$ cat src/rtl/pcj_pkg.sv
// Package: shared types for the program counter and its jump logic.
// Assumes: the jump-kind encoding matches the decoder's two-bit field.
package pcj_pkg;

    // Redirect request coming from the instruction decoder
    typedef enum logic [1:0] {
        JK_ADVANCE  = 2'b00,
        JK_PAGE     = 2'b01,
        JK_LONG     = 2'b10,
        JK_INDIRECT = 2'b11
    } jump_kind_t;

    // Source selected for the next counter value
    typedef enum logic [2:0] {
        SRC_ZERO,
        SRC_OPERAND,
        SRC_HOLD,
        SRC_INDIRECT,
        SRC_PAGE,
        SRC_STEP
    } pc_src_t;

endpackage

$ cat src/rtl/pcj_long_seq.sv
// Module: pcj_long_seq
// Tracks the operand cycle of a long jump. busy rises after a long jump
// is accepted and falls after the cycle in which mem_ready is seen.
// Assumes: reset is synchronous and active-low.
module pcj_long_seq
    import pcj_pkg::*;
(
    input  logic       clk,
    input  logic       rst_n,
    input  jump_kind_t kind,
    input  logic       mem_ready,
    output logic       busy
);

    logic busy_q;

    // Purpose: enter the operand wait on a long jump, leave it when memory is ready
    always_ff @(posedge clk) begin
        if (!rst_n) begin
            busy_q <= 1'b0;
        end else if (busy_q) begin
            busy_q <= !mem_ready;
        end else begin
            busy_q <= (kind == JK_LONG);
        end
    end

    assign busy = busy_q;

endmodule

$ cat src/rtl/pcj_src_arb.sv
// Module: pcj_src_arb
// Picks the source of the next counter value by fixed priority:
// reset, operand load, indirect, page, then step.
// Assumes: busy comes from pcj_long_seq; a pending operand blocks every redirect.
module pcj_src_arb
    import pcj_pkg::*;
(
    input  logic       rst_n,
    input  logic       busy,
    input  logic       mem_ready,
    input  jump_kind_t kind,
    output pc_src_t    src
);

    // Purpose: priority choice of the next-address source
    always_comb begin
        if (!rst_n) begin
            src = SRC_ZERO;
        end else if (busy) begin
            src = mem_ready ? SRC_OPERAND : SRC_HOLD;
        end else begin
            unique case (kind)
                JK_INDIRECT: src = SRC_INDIRECT;
                JK_PAGE:     src = SRC_PAGE;
                default:     src = SRC_STEP;
            endcase
        end
    end

endmodule

$ cat src/rtl/pcj_next_mux.sv
// Module: pcj_next_mux
// Forms the next counter value from the chosen source.
// Assumes: PAGE_W <= ADDR_W; a page jump keeps the bits above PAGE_W.
module pcj_next_mux
    import pcj_pkg::*;
#(
    parameter int ADDR_W = 16,
    parameter int PAGE_W = 8
) (
    input  pc_src_t           src,
    input  logic [ADDR_W-1:0] pc,
    input  logic [PAGE_W-1:0] payload,
    input  logic [ADDR_W-1:0] mem_word,
    input  logic [ADDR_W-1:0] acc,
    output logic [ADDR_W-1:0] pc_next
);

    localparam int HI_W = ADDR_W - PAGE_W;

    logic [ADDR_W-1:0] page_target;
    logic [ADDR_W-1:0] step_target;

    // Purpose: page target keeps the upper part when one exists
    generate
        if (HI_W > 0) begin : g_split_page
            assign page_target = {pc[ADDR_W-1:PAGE_W], payload};
        end else begin : g_full_page
            assign page_target = payload;
        end
    endgenerate

    // Purpose: plain advance, wrapping at the top of the address space
    assign step_target = pc + 1'b1;

    // Purpose: select the next counter value
    always_comb begin
        unique case (src)
            SRC_ZERO:     pc_next = '0;
            SRC_OPERAND:  pc_next = mem_word;
            SRC_HOLD:     pc_next = pc;
            SRC_INDIRECT: pc_next = acc;
            SRC_PAGE:     pc_next = page_target;
            default:      pc_next = step_target;
        endcase
    end

endmodule

$ cat src/rtl/pc_jump_unit.sv
// Module: pc_jump_unit
// Program counter with advance, page, long and indirect jump forms.
// Assumes: the decoder stalls while busy is high; mem_word is valid
// whenever mem_ready is high.
module pc_jump_unit
    import pcj_pkg::*;
#(
    parameter int ADDR_W = 16,
    parameter int PAGE_W = 8
) (
    input  logic              clk,
    input  logic              rst_n,
    input  logic [1:0]        jmp_kind,
    input  logic [PAGE_W-1:0] payload,
    input  logic [ADDR_W-1:0] mem_word,
    input  logic [ADDR_W-1:0] acc,
    input  logic              mem_ready,
    output logic [ADDR_W-1:0] fetch_addr,
    output logic              busy
);

    jump_kind_t        kind;
    pc_src_t           src;
    logic [ADDR_W-1:0] pc_q;
    logic [ADDR_W-1:0] pc_next;

    // Purpose: give the raw request field its enumerated type
    assign kind = jump_kind_t'(jmp_kind);

    pcj_long_seq u_seq (
        .clk       (clk),
        .rst_n     (rst_n),
        .kind      (kind),
        .mem_ready (mem_ready),
        .busy      (busy)
    );

    pcj_src_arb u_arb (
        .rst_n     (rst_n),
        .busy      (busy),
        .mem_ready (mem_ready),
        .kind      (kind),
        .src       (src)
    );

    pcj_next_mux #(
        .ADDR_W (ADDR_W),
        .PAGE_W (PAGE_W)
    ) u_mux (
        .src      (src),
        .pc       (pc_q),
        .payload  (payload),
        .mem_word (mem_word),
        .acc      (acc),
        .pc_next  (pc_next)
    );

    // Purpose: the counter register itself
    always_ff @(posedge clk) begin
        pc_q <= pc_next;
    end

    assign fetch_addr = pc_q;

endmodule

$ cat config.mk
export PLATFORM = sky130hd
export DESIGN_NAME = pc_jump_unit
export DESIGN_NICKNAME = d
export VERILOG_FILES = /design/src/rtl/pcj_pkg.sv /design/src/rtl/pcj_long_seq.sv /design/src/rtl/pcj_src_arb.sv /design/src/rtl/pcj_next_mux.sv /design/src/rtl/pc_jump_unit.sv
export SDC_FILE = /design/constraint.sdc
export NUM_CORES = 1
export LEC_CHECK = 0
export ABC_AREA = 1
export BUFFER_PORTS_ARGS = -buffer_cell sky130_fd_sc_hd__buf_2
export CAP_MARGIN = 20
export CORE_MARGIN = 1.5
export CORE_UTILIZATION = 35
export DETAILED_ROUTE_END_ITERATION = 10
export GPL_TIMING_DRIVEN = 0
export SLEW_MARGIN = 30
export SYNTH_ARGS = -nofsm -noshare
export SYNTH_HDL_FRONTEND = slang
export SYNTH_SLANG_ARGS = --single-unit
$ cat constraint.sdc
create_clock -name clk -period 3.9 [get_ports clk]
set_input_delay 0.78 -clock clk [delete_from_list [all_inputs] [get_ports clk]]
set_output_delay 0.78 -clock clk [all_outputs]
set_load 0.01 [all_outputs]
==> metrics, run 1 <==
status finished, final reports clean; fin crit period 2.11 ns; cts bufs inserted 3; CP arrival 1.99 ns; #FFs+latches synth 17; Synthesized Nets 263; share of flip-flops with an asynchronous set or reset 0%; P per Cell Area 312 nW/um^2; WL/cell 11.2 um; routability congestion estimate 0.801; top_reg_cell synth edfxtp_1; leakage 0.960 nW; Fin Setup TNS 0 ns; Startpoint Class input pin; first-pass GRT wire length 6.13 mm; antenna cells 0; TritonCTS clock tree built; worst vdd ir 118 uV; setup bufs post-CTS 0; Synth cell types 22; initial antenna violation count 0; Hold Slack 0.560 ns; Worst-Margin Slew 0.770 ns; final wirelength 3.71 mm; grt met2 use 30.4%; Post-DRT Antenna Nets 0; Setup-failing EPs final 0; H-tree depth 1; Syn Area/Cell 6.58 um^2; DIE WIDTH 66.9 um; CP Data Required Time 3.78 ns; Final Cycle Share 54.0%; Layout area overhead 29.0%; Die Ht 66.9 um; PortBufs 61; CP Class input pin to flop; IO Pins 62; FMAX 0.475 GHz; die area 4470 um^2; Synth area leaders edfxtp_1, nand2_1, nand3_1, nor2_1, inv_1; share of cells above drive strength 1 28.7%; Setup Skew 0.000856 ns; HP Class flop to flop; critical hold path startpoint u_seq.busy; Yosys top cell area share 33.7%; slew margin rel. 48.7%; EDFF count, synth 16; sequential-to-total area share from yosys stat 35.1%; crit path capture type flop; GRT Overall Usage 18.0%; cell taking the most area after synthesis edfxtp_1; post-layout net count 329; initial core utilization 35.9%; Vias 1521; Syn Inst Count 217; Ys Warns 0; grt ovf 0; Final Hold Viols 0; gr busiest metal met2; vias in the first global route 1404; largest fanout on the critical path 10; clk_lat worst skew 0.25 ns; Worst R2R End fetch_addr[13]; DRT Pass-1 Iters 4; Fill cells 442; CTS Hold Bufs 0; Core Region 3970 um^2; reg2reg path depth 5; hold path depth 2; R2R setup slack 2.01 ns; most common library cells after synthesis nand2_1, nand3_1, nor2_1; met1 usage 24.0%; max-cap violation count 0; dpl hpwl 3.12 mm; Worst Hold Endpoint u_seq.busy; RR Startpoint u_seq.busy; Post-CTS Resized 0; Max Slew Vio Count 0; RSZ-0062 raised after global routing false; CTS clk-pin slew, worst paths 0.07 ns; largest net degree at the start of global routing 11; Syn Std Cell Area 1430 um^2; met3 Use GR 2.20%; most frequent cell after synthesis nand2_1; detail-routed via count per cell 4.58; CTS Sinks 17; Clk Tree Root Cell clkbuf_8; # DRC 0; clk buf depth 2; Rows 23; Initial DRC Count 72
layout make-up:
class	count	area, um^2	share of cell area (%)
plain buffers	4	33.8	1.83
clock buffers	3	41.3	2.24
clock inverters	1	5.00	0.272
inverters	22	82.6	4.48
multi-input cells	174	811	44.0
flip-flops and latches	17	500	27.2
well taps	50	62.6	3.40
repair buffers	61	305	16.6
critical path: stages:
cell and delay, ns:
buf_2 0.12, nand2_1 0.08, nand2_2 0.07, inv_2 0.10, nor2_8 0.06, buf_4 0.17
a21oi_1 0.61
where the power goes:
group	total (mW)	leakage (nW)	internal (mW)	switching (mW)
sequential	0.271	0.191	0.237	0.0335
clock	0.130	0.0255	0.0707	0.0596
combinational	0.173	0.744	0.0734	0.0996
total	0.574	0.960	0.381	0.193
cells by family (layout without fill, tap and decap cells):
family	Yosys count	count (layout)	share of synthesized area, %
AOI/OAI and AO/OA	11	11	4.91
xor gates and xnor gates	3	3	1.84
adders and majority gates	1	1	0.876
buffers and inverters	26	91	8.15
DFF	17	17	35.1
and+or+nand+nor	159	159	49.2
layer usage:
| layer | routed length (um) | up-vias |
|---|---|---|
| met5 | 0 | - |
| met4 | 28 | 0 |
| met3 | 205 | 2 |
| met2 | 1680 | 41 |
| met1 | 1800 | 644 |
| li1 | - | 834 |
per-stage QoR:
step | utilization (%) | worst slack [ns] | cell area [um^2] | cells | total power, mW
finish | 46.4 | 1.79 | 1840 | 332 | 0.574
global route | 46.4 | 1.64 | 1840 | 332 | 0.615
CTS | 46.4 | 1.77 | 1840 | 332 | 0.580
detailed placement | 45.2 | 1.50 | 1800 | 328 | 0.450
global placement | 45.2 | 1.51 | 1800 | 328 | 0.448
floorplan | - | 1.87 | 1430 | 217 | 0.372
how the worst max path moves through the flow:
stage	depth (start not counted)	startpoint	end	slack [ns]
finish	7	jmp_kind[0]	fetch_addr[13]	1.79
global placement	7	jmp_kind[0]	fetch_addr[9]	1.51
detailed placement	7	jmp_kind[0]	fetch_addr[13]	1.50
CTS	7	jmp_kind[0]	fetch_addr[13]	1.77
global route	7	jmp_kind[0]	fetch_addr[15]	1.64
floorplan	6	jmp_kind[0]	fetch_addr[10]	1.87
sequential cells by signal (all words and copies together) (netlist names):
signal      count
u_seq.busy      1
fetch_addr     16
cells in the final DEF, fill, tap and decap left out, drive strengths merged:
| cell | instances |
|---|---|
| nand2 | 89 |
| buf | 65 |
| nand3 | 36 |
| nor2 | 28 |
| inv | 22 |
| edfxtp | 16 |
| a21boi | 5 |
| nand4 | 4 |
| xor2 | 3 |
| o21ai | 3 |
| clkbuf | 3 |
| a21oi | 2 |
| nand3b | 1 |
| or2 | 1 |
| o21bai | 1 |
| ha | 1 |
| clkinv | 1 |
| dfxtp | 1 |
No activity file was read; power rests on OpenSTA's default activity.
==> run 2, diff against run 1 <==
- clock period: 3.9 -> 1.95 ns (I/O delays scaled with it)
==> run 2 against run 1 <==
Die area did not move. Via count grew 0.13%. Count of clock-buffer cells in the layout unchanged. Highest routed layer unchanged. Worst hold slack got worse by 0.13 ns. Clock power rose by 100%. Combinational power rose by 100%. Wire length down 0.40%. Non-clock buffer count did not move. Utilization increased by 0.094 points. Power grew 100%. Clock skew about the same.
==> metrics, run 2 (synthesized netlist as in run 1, its figures left out) <==
status finished, final reports clean; Fin Setup TNS 0 ns; Setup-failing EPs final 0; Final Hold Viols 0; worst-path cell chain ha_1 -> nand2_1 -> nor2_1 -> nand2_1 -> nor2_1 -> nand2_1 -> nand3_1 -> nand2_1; dpl cells 328; initial core utilization 35.9%; WL/cell 11.1 um; Startpoint Class flop; Fill cells 442; most frequent cells in the layout nand2_1, buf_2, nand3_1, nor2_1, inv_1; Setup crit start fetch_addr[0]; FMAX 0.590 GHz; DRT Pass-1 Iters 4; first-pass GRT wire length 6.13 mm; Vias 1523; switch share 33.7%; CP Data Required Time 1.96 ns; TritonCTS clock tree built; Setup Skew 0.000656 ns; clk_lat worst skew 0.25 ns; RSZ-0062 raised after global routing false; CTS Sinks 17; Worst path max stage delay 0.40 ns; clock share of power 22.8%; P per Cell Area 624 nW/um^2; slew margin rel. 67.6%; Sw Pwr 388 uW; antenna cells 0; CP Class flop to flop; final wirelength 3.70 mm; GRT Overall Usage 18.0%; fin crit period 1.69 ns; leakage 0.961 nW; max reg flops 16; Clk Tree Root Cell clkbuf_8; critical hold path startpoint mem_word[8]; R2R setup slack 0.26 ns; CP arrival 1.70 ns; detail-routed via count per cell 4.59; critical path's top delay family simple AND/OR/NAND/NOR gates; largest fanout on the critical path 5; RR Startpoint fetch_addr[0]; Max Slew Vio Count 0; initial antenna violation count 0; largest net degree at the start of global routing 11; Worst R2R End fetch_addr[10]; PortBufs 61; Sequential Power Share 47.1%; hold path depth 3; worst vdd ir 239 uV; die area 4470 um^2; Core Region 3970 um^2; Die Ht 66.9 um; Non-Filler Instances 332; dpl hpwl 3.12 mm; most frequent CP cell nand2_1; reg2reg path depth 8; Int Power 763 uW; CP bufs+invs 0; # DRC 0; Initial DRC Count 70; Hold Slack 0.430 ns; cts bufs inserted 3; Comb pwr share 30.1%; max-cap violation count 0; share of cells above drive strength 1 29.1%; DIE WIDTH 66.9 um; CP max-delay cell edfxtp_1; IO Pins 62; HP Class input pin to flop; crit path capture type flop; vias in the first global route 1404; Layout area overhead 29.3%; clk buf depth 2; H-tree depth 1; Rows 23; commonest non-fill, non-tap cell in the layout nand2_1; Post-DRT Antenna Nets 0; routability congestion estimate 0.801; post-layout net count 329; Final Cycle Share 86.9%; Worst Hold Endpoint fetch_addr[8]; grt ovf 0; Worst-Margin Slew 0.486 ns; CTS clk-pin slew, worst paths 0.07 ns
[run 2: area by class of cell]
class                   count  area, um^2  area share (%)
clock inverters             1        5.00           0.271
inverters                  22        82.6            4.47
plain buffers               4        33.8            1.83
flip-flops and latches     17         500            27.1
well taps                  50        62.6            3.39
clock buffers               3        41.3            2.24
repair buffers             61         305            16.5
multi-input cells         174         815            44.1
[run 2: what timing repair did]
action                     in CTS  in global routing
buffers inserted                0                  0
setup endpoints to repair       0                  8
gates resized for setup         0                  1
hold buffers                    0                  0
[run 2: worst max path at each step]
stage / to / slack, ns / depth (start not counted)
after floorplan: fetch_addr[10] / 0.24 / 5
after global placement: fetch_addr[9] / -0.05 / 7
after detailed placement: fetch_addr[13] / -0.06 / 7
after CTS: fetch_addr[13] / 0.03 / 5
after global routing: fetch_addr[10] / 0.12 / 8
final: fetch_addr[10] / 0.26 / 8
[run 2: metal layers]
metal,routed length (um),up-vias,GRT usage [%]
li1,-,832,-
met1,1780,646,24.0
met2,1670,43,30.4
met3,210,2,2.20
met4,28,0,5.36
met5,0,-,0
[run 2: worst reg2reg max path, stage by stage (launching register included)]
cell,delay [ns]
edfxtp_1,0.40
ha_1,0.18
nand2_1,0.09
nor2_1,0.33
nand2_1,0.15
nor2_1,0.11
nand2_1,0.05
nand3_1,0.09
nand2_1,0.05
[run 2: power groups by stage]
stage | clock network (mW) | registers, mW | logic [mW]
after CTS | 0.266 | 0.543 | 0.350
after global placement | 0 | 0.552 | 0.344
final | 0.262 | 0.542 | 0.347
after detailed placement | 0 | 0.551 | 0.349
after global routing | 0.282 | 0.552 | 0.396
after floorplan | 0 | 0.566 | 0.177
[run 2: per-stage QoR]
stage	area (um^2)	power, mW	setup slack (ns)	utilization [%]
detailed placement	1800	0.900	-0.0625	45.2
global placement	1800	0.897	-0.0471	45.2
CTS	1840	1.16	0.0306	46.4
global route	1850	1.23	0.119	46.5
floorplan	1430	0.743	0.240	-
finish	1850	1.15	0.255	46.5
==> run 3, diff against run 2 <==
- CTS_CLUSTER_DIAMETER: not set -> 80
- clock period: 1.95 -> 1.66 ns (I/O delays scaled with it)
==> run 3 against run 2 <==
Maximum frequency rose by 10%. Wire length rose by 2.4%. Largest cell class unchanged. Non-clock buffer count unchanged. Utilization up 0.63 points. Worst hold slack worse by 0.042 ns. Sequential share of layout area shrank 0.30 points. Global-route usage hardly changed. Register-to-register slack lost 0.13 ns. Final area grew 1.4%. Highest routed layer unchanged.
==> metrics, run 3 (synthesized netlist as in run 1, its figures left out) <==
FMAX 0.652 GHz; largest net degree at the start of global routing 11; Vias 1512; DRT Pass-1 Iters 4; Layout area overhead 31.0%; cts bufs inserted 3; Multi-input gate area 840 um^2; CTS Hold Bufs 0; Final Hold Viols 0; critical path's top delay family simple AND/OR/NAND/NOR gates; Startpoint Class flop; grt ovf 0; Setup-failing EPs final 0; Fill cells 431; R2R setup slack 0.13 ns; Core Util, Final 47.1%; Worst-Margin Slew 0.463 ns; Max Slew Vio Count 0; largest fanout on the critical path 10; final wirelength 3.78 mm; CTS Sinks 17; Non-Filler Instances 332; slew margin rel. 69.1%; GRT Overall Usage 18.0%; Post-DRT Antenna Nets 0; WL/cell 11.4 um; CP bufs+invs 2; # DRC 0; dpl hpwl 3.09 mm; CTS clk-pin slew, worst paths 0.06 ns; Final Cycle Share 92.4%; DIE WIDTH 66.9 um; setup bufs post-CTS 0; fin crit period 1.53 ns; Die Ht 66.9 um; final worst-path setup slack 0.126 ns; total area of sequential cells 502 um^2; leakage 0.961 nW; dpl cells 328; status finished, final reports clean; crit path capture type flop; Pwr Total 1.35 mW; Clk Tree Root Cell clkbuf_8; P per Cell Area 724 nW/um^2; commonest non-fill, non-tap cell in the layout nand2_1; TritonCTS clock tree built; routability congestion estimate 0.792; PortBufs 61; clk buf depth 2; max reg flops 16; Worst path max stage delay 0.38 ns; worst vdd ir 299 uV; initial antenna violation count 0; share of cells above drive strength 1 30.9%; Hold Slack 0.388 ns; CP max-delay cell dfxtp_2; Final Cell Area 1870 um^2; most frequent CP cell nand2_1; CP arrival 1.52 ns; Core Region 3970 um^2; Setup Skew 0.00106 ns; first-pass GRT wire length 6.13 mm; DP Area 1800 um^2; die area 4470 um^2; detail-routed via count per cell 4.55; initial core utilization 35.9%; IO Pins 62; HP Class input pin to flop; Initial DRC Count 96; CP Class flop to flop; clk_lat worst skew 0.24 ns; pre-CTS WS -0.0578 ns; H-tree depth 1; Rows 23; vias in the first global route 1355; RSZ-0062 raised after global routing false; antenna cells 0; Fin Setup TNS 0 ns; post-layout net count 329; worst-path cell chain inv_2 -> nand2_1 -> nand2_1 -> nand2_1 -> nand2_4 -> buf_6 -> nand2_1 -> nand3_1; max-cap violation count 0; CP Data Required Time 1.64 ns; most frequent cells in the layout nand2_1, buf_2, nand3_1, nor2_1, inv_1
## run 3: layout make-up
type	count	share of cell area (%)
Buffer	4	1.81
Timing Repair Buffer	61	16.3
Tap cell	50	3.34
Inverter	22	4.41
Sequential cell	17	26.8
Multi-Input combinational cell	174	44.9
Clock buffer	4	2.41
## run 3: final timing paths
check               startpoint        endpoint  depth (start not counted)
setup / recovery    u_seq.busy   fetch_addr[7]                          8
hold / removal    mem_word[11]  fetch_addr[11]                          3
hold reg to reg     u_seq.busy      u_seq.busy                          2
setup reg to reg    u_seq.busy   fetch_addr[7]                          8
## run 3: routing by layer
layer | GRT usage (%) | wire, um | up-vias
met3 | 3.21 | 225 | 2
met5 | 0 | 0 | -
met4 | 3.83 | 22 | 0
met2 | 28.7 | 1730 | 44
li1 | - | - | 833
met1 | 25.3 | 1800 | 633
## run 3: worst reg2reg max path, cell delays in order, from the launching register on
cell and delay (ns):
dfxtp_2 0.38, inv_2 0.05, nand2_1 0.19, nand2_1 0.14
nand2_1 0.13, nand2_4 0.09, buf_6 0.15, nand2_1 0.08
nand3_1 0.07
## run 3: repair_timing
| item | 4_1_cts | 5_1_grt |
|---|---|---|
| endpoints found under the setup margin | 10 | 20 |
| pin swaps | 0 | 0 |
| gates resized for setup | 2 | 7 |
## run 3: power breakdown
part           internal (mW)  switching [mW]
Sequential             0.558          0.0821
Clock                  0.170           0.128
Combinational          0.175           0.241
Total                  0.903           0.451
